`src/rtl/cke_pwr_pkg.sv`:
```
package cke_pwr_pkg;

   typedef enum logic [2:0] {
      PS_POWERUP   = 3'd0,
      PS_RUN       = 3'd1,
      PS_PDOWN     = 3'd2,
      PS_SREF      = 3'd3,
      PS_SREF_EXIT = 3'd4,
      PS_PD_EXIT   = 3'd5
   } pwr_state_e;

   typedef struct packed {
      logic quiet;    // deselect or no-operation
      logic refresh;  // refresh encoding
   } cmd_class_t;

endpackage

```
`src/rtl/cke_cmd_classify.sv`:
```
module cke_cmd_classify
   import cke_pwr_pkg::*;
(
   input  logic       cs_n,
   input  logic       ras_n,
   input  logic       cas_n,
   input  logic       we_n,
   output cmd_class_t cls
);

   always_comb begin
      cls.quiet   = cs_n | (ras_n & cas_n & we_n);
      cls.refresh = ~cs_n & ~ras_n & ~cas_n & we_n;
   end

endmodule

```
`src/rtl/cke_window_timer.sv`:
```
module cke_window_timer #(
   parameter int unsigned CW      = 8,
   parameter int unsigned RST_VAL = 0
) (
   input  logic          clk,
   input  logic          rst_n,
   input  logic          load,
   input  logic [CW-1:0] load_val,
   input  logic          dec,
   output logic [CW-1:0] cnt
);

   localparam logic [CW-1:0] RST_CNT = CW'(RST_VAL);

   always_ff @(posedge clk or negedge rst_n) begin
      if (!rst_n)          cnt <= RST_CNT;
      else if (load)       cnt <= load_val;
      else if (dec && cnt != '0) cnt <= cnt - 1'b1;
   end

endmodule

```
`src/rtl/cke_power_ctrl.sv`:
```
module cke_power_ctrl
   import cke_pwr_pkg::*;
#(
   parameter int unsigned NUM_BANKS = 4,
   parameter int unsigned PWRUP_CYC = 200,
   parameter int unsigned SRX_CYC   = 200,
   parameter int unsigned PDX_CYC   = 2
) (
   input  logic                 clk,
   input  logic                 rst_n,
   input  logic                 cke,
   input  logic                 cs_n,
   input  logic                 ras_n,
   input  logic                 cas_n,
   input  logic                 we_n,
   input  logic [NUM_BANKS-1:0] bank_idle,
   output logic [2:0]           pwr_state,
   output logic                 illegal,
   output logic                 dq_float
);

   localparam int unsigned MAX_A = (PWRUP_CYC > SRX_CYC) ? PWRUP_CYC : SRX_CYC;
   localparam int unsigned MAX_W = (MAX_A > PDX_CYC) ? MAX_A : PDX_CYC;
   localparam int unsigned CW    = $clog2(MAX_W) + 1;
   localparam logic [CW-1:0] PWRUP_LD = CW'(PWRUP_CYC - 1);
   localparam logic [CW-1:0] SRX_LD   = CW'(SRX_CYC - 1);
   localparam logic [CW-1:0] PDX_LD   = CW'(PDX_CYC - 1);
   localparam logic [CW-1:0] ONE      = CW'(1);

   if (NUM_BANKS < 1) begin : g_bad_banks
      $error("NUM_BANKS must be at least 1");
   end
   if (PWRUP_CYC < 1) begin : g_bad_pwrup
      $error("PWRUP_CYC must be at least 1");
   end
   if (SRX_CYC < 2 || PDX_CYC < 2) begin : g_bad_exit
      $error("exit windows must be at least 2 cycles");
   end

   // ---------------------------------------------------------------
   // Inputs
   // ---------------------------------------------------------------
   cmd_class_t cls;
   logic       all_idle;
   logic       cke_q;

   cke_cmd_classify u_cls (
      .cs_n  (cs_n),
      .ras_n (ras_n),
      .cas_n (cas_n),
      .we_n  (we_n),
      .cls   (cls)
   );

   if (NUM_BANKS == 1) begin : g_idle_one
      assign all_idle = bank_idle[0];
   end else begin : g_idle_many
      assign all_idle = &bank_idle;
   end

   // ---------------------------------------------------------------
   // State and shared window counter
   // ---------------------------------------------------------------
   pwr_state_e      st_q, st_d;
   logic            ill_d, ill_q;
   logic            t_load, t_dec;
   logic [CW-1:0]   t_val;
   logic [CW-1:0]   t_cnt;

   cke_window_timer #(.CW(CW), .RST_VAL(PWRUP_CYC - 1)) u_tmr (
      .clk      (clk),
      .rst_n    (rst_n),
      .load     (t_load),
      .load_val (t_val),
      .dec      (t_dec),
      .cnt      (t_cnt)
   );

   always_comb begin
      st_d   = st_q;
      ill_d  = 1'b0;
      t_load = 1'b0;
      t_dec  = 1'b0;
      t_val  = PWRUP_LD;
      unique case (st_q)
         PS_POWERUP: begin
            if (cke && cs_n) begin
               if (t_cnt == '0) st_d = PS_RUN;
               else             t_dec = 1'b1;
            end else begin
               t_load = 1'b1;
               t_val  = PWRUP_LD;
               ill_d  = ~cs_n;
            end
         end
         PS_RUN: begin
            if (!cke) begin
               if (cls.refresh && all_idle) begin
                  st_d = PS_SREF;
               end else begin
                  st_d  = PS_PDOWN;
                  ill_d = ~cls.quiet;
               end
            end
         end
         PS_PDOWN: begin
            if (!cke_q && cke) begin
               st_d   = PS_PD_EXIT;
               t_load = 1'b1;
               t_val  = PDX_LD;
               ill_d  = ~cls.quiet;
            end
         end
         PS_SREF: begin
            if (!cke_q && cke) begin
               st_d   = PS_SREF_EXIT;
               t_load = 1'b1;
               t_val  = SRX_LD;
               ill_d  = ~cls.quiet;
            end
         end
         PS_SREF_EXIT, PS_PD_EXIT: begin
            ill_d = ~cls.quiet;
            if (t_cnt == ONE) st_d = PS_RUN;
            else              t_dec = 1'b1;
         end
         default: st_d = PS_POWERUP;
      endcase
   end

   always_ff @(posedge clk or negedge rst_n) begin
      if (!rst_n) begin
         st_q  <= PS_POWERUP;
         ill_q <= 1'b0;
         cke_q <= 1'b0;
      end else begin
         st_q  <= st_d;
         ill_q <= ill_d;
         cke_q <= cke;
      end
   end

   assign pwr_state = st_q;
   assign illegal   = ill_q;
   assign dq_float  = (st_q == PS_PDOWN) || (st_q == PS_SREF);

   // ---------------------------------------------------------------
   // Assertions
   // ---------------------------------------------------------------

   hold_exit_only_to_run_chk: assert property (@(posedge clk) disable iff (!rst_n)
      (st_q == PS_POWERUP) |=> (st_q == PS_POWERUP || st_q == PS_RUN));


   sref_needs_idle_chk: assert property (@(posedge clk) disable iff (!rst_n)
      (st_q == PS_RUN && !cke && !all_idle) |=> (st_q != PS_SREF));


   run_cke_low_sleeps_chk: assert property (@(posedge clk) disable iff (!rst_n)
      (st_q == PS_RUN && !cke) |=> (st_q == PS_PDOWN || st_q == PS_SREF));


   float_while_low_chk: assert property (@(posedge clk) disable iff (!rst_n)
      dq_float |-> !cke_q);


   srx_window_chk: assert property (@(posedge clk) disable iff (!rst_n)
      (st_q == PS_SREF_EXIT) |=> (st_q == PS_SREF_EXIT || st_q == PS_RUN));


   pdx_window_chk: assert property (@(posedge clk) disable iff (!rst_n)
      (st_q == PS_PD_EXIT) |=> (st_q == PS_PD_EXIT || st_q == PS_RUN));


   run_high_no_flag_chk: assert property (@(posedge clk) disable iff (!rst_n)
      (st_q == PS_RUN && cke) |=> !illegal);

endmodule

```
`config.mk`:
```
export PLATFORM = sky130hd
export DESIGN_NAME = cke_power_ctrl
export DESIGN_NICKNAME = d
export VERILOG_FILES = /design/src/rtl/cke_pwr_pkg.sv /design/src/rtl/cke_cmd_classify.sv /design/src/rtl/cke_window_timer.sv /design/src/rtl/cke_power_ctrl.sv
export SDC_FILE = /design/constraint.sdc
export NUM_CORES = 1
export LEC_CHECK = 0
export BUFFER_PORTS_ARGS = -buffer_cell sky130_fd_sc_hd__buf_2
export CAP_MARGIN = 20
export CORE_MARGIN = 2
export CORE_UTILIZATION = 55
export CTS_CLUSTER_DIAMETER = 120
export CTS_CLUSTER_SIZE = 16
export DETAILED_ROUTE_END_ITERATION = 6
export GPL_ROUTABILITY_DRIVEN = 1
export PLACE_DENSITY = 0.81
export SLEW_MARGIN = 20
export SYNTH_ARGS = -nofsm -noshare
export SYNTH_HDL_FRONTEND = slang
export SYNTH_HIERARCHICAL = 1
export SYNTH_SLANG_ARGS = --single-unit
export TNS_END_PERCENT = 50
```
`constraint.sdc`:
```
create_clock -name clk -period 2.7 [get_ports clk]
set_input_delay 0.135 -clock clk [delete_from_list [all_inputs] [get_ports clk]]
set_output_delay 0.135 -clock clk [all_outputs]
set_load 0.005 [all_outputs]
```
; ---- Word-level counts from Yosys, hierarchy flattened
; Cells that the tools add are included.
[op_classes]
n_addsub = 1
multipliers = 0
div = 0
magnitude_cmp = 0
n_eq_ne = 12
shifts = 0
muxes = 24
n_bitwise = 10
n_reduce_logical = 14
[ops]
columns = operator, count
row1 = $mux W3, 6
row2 = $mux W9, 2
row3 = $mux W8, 2
row4 = $pmux W3 S5, 1
row5 = $ne A2 B2 Y1 const B, 6
row6 = $mux W1, 10
row7 = $eq A9 B1 Y1 const B, 1
row8 = $logic_not A9 Y1, 1
row9 = $reduce_bool A9 Y1, 1
row10 = $sub A9 B1 Y9 const B, 1
row11 = $eq A3 B2 Y1 const B, 2
row12 = $eq A3 B3 Y1 const B, 2
row13 = $reduce_and A6 Y1, 1
row14 = $and A1 B1 Y1, 5
row15 = $logic_and A1 B1 Y1, 4
row16 = $not A1 Y1, 4
row17 = $pmux W1 S2, 2
row18 = $pmux W1 S4, 1
row19 = $reduce_and A4 Y1, 1
row20 = $reduce_or A2 Y1, 2
row21 = $eq A3 B1 Y1 const B, 1
row22 = $logic_not A3 Y1, 1
row23 = $reduce_bool A2 Y1, 1
row24 = $logic_not A1 Y1, 1
row25 = 2 further kinds, 2
[word_totals]
regBits = 14
latchBits = 0
mem_bits_rw = 0
rom_bits = 0
in_bits = 11
output_inout_bits = 5
word_cells = 65
memories = 0

; ---- Logic depth before layout (Yosys ltp)
[depth]
ltp_word = 8
mapped_depth = 7
ltp_nobuf = 7

; ---- Modules after synthesis
; The synthesis kept the hierarchy.
[modules_own_cells]
columns = module, n_inst, cells_per_inst, area_per_inst_um2, seq_area_each_um2
row1 = cke_window_timer, 1, 66, 605.6, 231.5
row2 = cke_power_ctrl, 1, 44, 366.6, 125.1
row3 = cke_cmd_classify, 1, 2, 23.8, 0.0

; ---- Least setup slack after synthesis
; Ideal clock, no wire load.
[synth_path]
kind = register to register
from = register u_tmr.cnt[2]
to = register u_tmr.cnt[7]
setup_ps = 77
arrival_time_ps = 2140
required_time_ps = 2623
setup_slack_ps = 483
path_stages_with_launch = 8
n_path_buf = 0
period_less_slack_ps = 2217
path_cell_list = dfstp_2 > nor4_2 > and3_1 > nand2b_1 > a21oi_1 > or3b_1 > a2111o_1 > a31oi_1
[synth_via]
elab_chain_len = 6
word_cells_on_any_way = 12
cone_classes = add/sub: 1 / eq/ne: 1 / mux: 6 / reduce/logical: 4
[synth_lines]
columns = item, line_no
row1 = "start, declared", cke_window_timer.sv:10  ; output logic [CW-1:0] cnt
row2 = "start signal, assigned", cke_window_timer.sv:17  ; else if (load) cnt <= load_val;
row3 = "start signal, assigned", cke_window_timer.sv:18  ; else if (dec && cnt != '0) cnt <= cnt - 1'b1;
row4 = $logic_not A9 Y1, cke_power_ctrl.sv:88  ; if (t_cnt == '0) st_d = PS_RUN;
row5 = $mux W1, cke_power_ctrl.sv:88
row6 = $mux W1, cke_power_ctrl.sv:87  ; if (cke && cs_n) begin
row7 = $pmux W1 S2 *, cke_power_ctrl.sv:85  ; unique case (st_q)
row8 = via t_dec, cke_power_ctrl.sv:66  ; logic t_load, t_dec;
row9 = $logic_and A1 B1 Y1 *, cke_window_timer.sv:18
row10 = $reduce_bool A2 Y1 (no source line) *, n/a
; The timed path passes the listed nets; every way through them passes the cells marked *. The select of a mux whose other input is x is not followed.
; A chain may end at the register's enable or synchronous reset.

; ---- Worst setup path after layout
; Ends and elaborated chain as after synthesis.

==> flow_summary_export.csv <==
group,metric,value,unit
run_status,status,"finished clean",
pwr,ir_worst_vdd,460,uV
pwr,p_leak,0.000472,uW
timing,fin_skew,2.89,ps
cts,cts_tree,"built",
grt,grt_pass1_vias,838,
worst_hold_path,holdPathEnd,"cke_q",
worst_setup_path,crit_type,"reg -> reg",
final_layout,layout_commonest_cell,"buf_2",
final_layout,drive_above_1_share,0.296,
worst_hold_path,min_path_cells,1,
yosys,synth_seq_cells,14,
worst_setup_path,start_kind,"flip-flop",
timing,slew_headroom,0.594,
floorplanning,die_x,46.6,um
yosys,yosysWarnings,6,
timing,min_period_over_period,0.868,
worst_setup_path,r2r_cells,7,
pwr,internal-power,569,uW
floorplanning,ioPinCount,16,
floorplanning,chipHeight,46.6,um
grt,grt-ovfl-total,0,
pwr,power.density,846,nW/um^2
placed_design,gp_congestion,0.825,
final_layout,multi_input_area,618,um^2
final_layout,diodes,0,
route,wirelength,2.39,mm
worst_setup_path,cp_cell_sequence,"nor4_2 -> and3_1 -> nand2b_1 -> a21oi_1 -> or3b_1 -> a2111o_1 -> a31oi_1",
yosys,synth_cell_type_count,49,
worst_hold_path,hold_path.startpoint,"cke",
worst_setup_path,required,2910,ps
cts,cts_buffers,3,
worst_setup_path,slowest_delay,630,ps
placed_design,place_area,1120,um^2
grt,antenna_found_initial,0,
route,drtAntennaViolNets,0,
pwr,switching_share,0.425,
route,drc,0,
yosys,postSynthCellCount,112,
floorplanning,start_util,0.583,
yosys,yosysSeqAreaShare,0.358,
timing,period_needed,2340,ps
final_layout,regArea,357,um^2
placed_design,portBuffers,15,
timing,slew_violations,0,
route,wl_per_cell,14.9,um
cts,cts-root-buf,"clkbuf_4",
worst_setup_path,worstSetupEndpointType,"flip-flop",
floorplanning,dieArea,2170,um^2
worst_setup_path,cp_max_fo,10,
run,drv_cap,0,
cts,clock-sinks,14,
timing,tns,0,ps
timing,worstMarginPinSlew,605,ps
worst_setup_path,reg2reg_from,"u_tmr/cnt[2]",
cts,path_clk_slew,90,ps
final_layout,utilization,0.684,
timing,setup_viol,0,
timing,rsz0062_at_grt,"false",
floorplanning,rows,15,
yosys,syn-cell-area,996,um^2
final_layout,fin_area,1170,um^2
final_layout,layout.nets,148,
cts,worst_skew_pair.late_latency,290,ps
cts,ctsHtreeMaxLevel,1,
route,drt_iter0_markers,39,
placed_design,place_hpwl,1.65,mm
placed_design,placed_cells,155,
route,vias,1000,
final_layout,mostFrequentLayoutCells,"15 x buf_2, 10 x nand2_1, 9 x nor2_1, 9 x dfrtp_1, 6 x a21oi_1",
worst_setup_path,crit_arrival,2550,ps
worst_setup_path,cpMaxStageDelayCell,"dfstp_2",
timing,finalHoldViolations,0,
route,drt-pass1-iter-count,4,
pwr,combPwrFrac,0.418,
grt,grt_max_degree,16,
pwr,seq_power_share,0.425,
final_layout,area_growth,17.3,%
pwr,power_frac_clock,0.158,
grt,grt_pass1_wl,3.86,mm
worst_setup_path,ff2ff_setup_slack,360,ps
final_layout,stdcell_count,160,
route,avgViaCountPerCell,6.25,
grt,grt_usage,0.255,
pwr,power,988,uW
worst_hold_path,hold_class,"in -> reg",
pwr,switchingPower,420,uW
yosys,syn_area_per_cell,8.89,um^2
timing,max_freq,426,MHz
floorplanning,coreArea,1710,um^2
final_layout,n_fill_cell,142,
cts,clk_path_buf_depth,2,
cts,cts_resized,0,
worst_setup_path,r2r-end,"u_tmr/cnt[7]",
==> area by class of cell <==
cell class | instances | area share
clock buffer | 4 | 0.0310
inverter | 5 | 0.0161
tap | 25 | 0.0268
timing repair buffer | 19 | 0.0921
multi-input combinational | 93 | 0.529
sequential | 14 | 0.305
==> power groups by stage <==
stage               sequential, uW  combinational [uW]  clock [uW]
floorplan                      392                 288           0
global placement               412                 390           0
detailed placement             417                 406           0
CTS                            414                 408         159
global route                   432                 459         166
finish                         420                 413         156
==> metal layers <==
metal | up-vias | share of wire | routed length [um] | GRT usage
met1 | 479 | 0.46 | 1100 | 0.363
met2 | 46 | 0.47 | 1120 | 0.383
met5 | - | 0 | 0 | 0
met4 | 0 | 0.012 | 29 | 0.0971
met3 | 4 | 0.057 | 137 | 0.0392
li1 | 471 | - | - | -
==> timing repair <==
action                    CTS  global route
hold buffers                1             0
buffers inserted            0             0
hold endpoints to repair   11             0
==> kinds of logic (layout without fill, tap and decap cells) <==
| group | Yosys count | count (layout) | synth area share |
|---|---|---|---|
| other cells | 2 | 5 | 0.00754 |
| xor+xnor | 1 | 1 | 0.00880 |
| flops | 14 | 14 | 0.358 |
| buf+inv | 8 | 28 | 0.0327 |
| compound gates | 33 | 33 | 0.256 |
| simple gates | 53 | 53 | 0.324 |
| fa+ha+maj | 1 | 1 | 0.0126 |
==> worst max-delay path, delay by kind of cell (launching register included) <==
family | cells | cell delay [ps]
flops | 1 | 630
simple gates | 4 | 850
compound gates | 3 | 780
==> Yosys cell counts, drive strengths merged <==
| cell | number | share of area |
|---|---|---|
| nand2 | 11 | 0.044 |
| dfrtp | 9 | 0.23 |
| nor2 | 9 | 0.034 |
| a21oi | 6 | 0.030 |
| dfstp | 5 | 0.13 |
| inv | 5 | 0.019 |
| o31ai | 5 | 0.043 |
| a31oi | 4 | 0.025 |
| nor2b | 4 | 0.025 |
| or3 | 4 | 0.028 |
| nand3 | 3 | 0.015 |
| nor3b | 3 | 0.023 |
| a22oi | 2 | 0.015 |
| and3 | 2 | 0.013 |
| buf | 2 | 0.010 |
| conb | 2 | 0.0075 |
| nand2b | 2 | 0.013 |
| nand3b | 2 | 0.019 |
| nand4 | 2 | 0.013 |
| nor3 | 2 | 0.010 |
| nor4 | 2 | 0.025 |
| o311ai | 2 | 0.018 |
| or2 | 2 | 0.013 |
| or3b | 2 | 0.018 |
| a2111o | 1 | 0.011 |
| a211o | 1 | 0.010 |
| a21o | 1 | 0.0075 |
| a2bb2oi | 1 | 0.0088 |
| a311o | 1 | 0.010 |
| a31o | 1 | 0.0088 |
| a32oi | 1 | 0.0088 |
| clkbuf | 1 | 0.0038 |
| ha | 1 | 0.013 |
| nand4bb | 1 | 0.011 |
| nor4b | 1 | 0.015 |
| o2111ai | 1 | 0.0088 |
| o211ai | 1 | 0.0075 |
| o21ai | 1 | 0.0050 |
| o221ai | 1 | 0.015 |
| o22a | 1 | 0.0088 |
| o22ai | 1 | 0.0063 |
| o41ai | 1 | 0.0088 |
| or4 | 1 | 0.0075 |
| xnor2 | 1 | 0.0088 |
==> how the worst max path moves through the flow <==
stage                            start  slack [ps]           end  cells after the start
after CTS                 u_tmr/cnt[2]         380  u_tmr/cnt[7]                      7
after floorplan           u_tmr/cnt[2]         480  u_tmr/cnt[7]                      7
after detailed placement  u_tmr/cnt[2]         480  u_tmr/cnt[7]                      7
final                     u_tmr/cnt[2]         360  u_tmr/cnt[7]                      7
after global routing      u_tmr/cnt[2]         270  u_tmr/cnt[7]                      7
after global placement    u_tmr/cnt[2]         580  u_tmr/cnt[7]                      7
==> state kept, by name, summed over array words and instances, names as in the netlist <==
signal	flops
illegal	1
cke_q	1
pwr_state	3
u_tmr/cnt	9
==> through the flow <==
step | setup slack [ps] | hold WS [ps]
3_3_place_gp | 583 | 42.9
5_1_grt | 270 | 37.2
4_1_cts | 384 | 35.0
3_5_place_dp | 476 | 45.5
6_report | 355 | 40.1
2_1_floorplan | 483 | -161
Power figures use the tool's default switching activity.
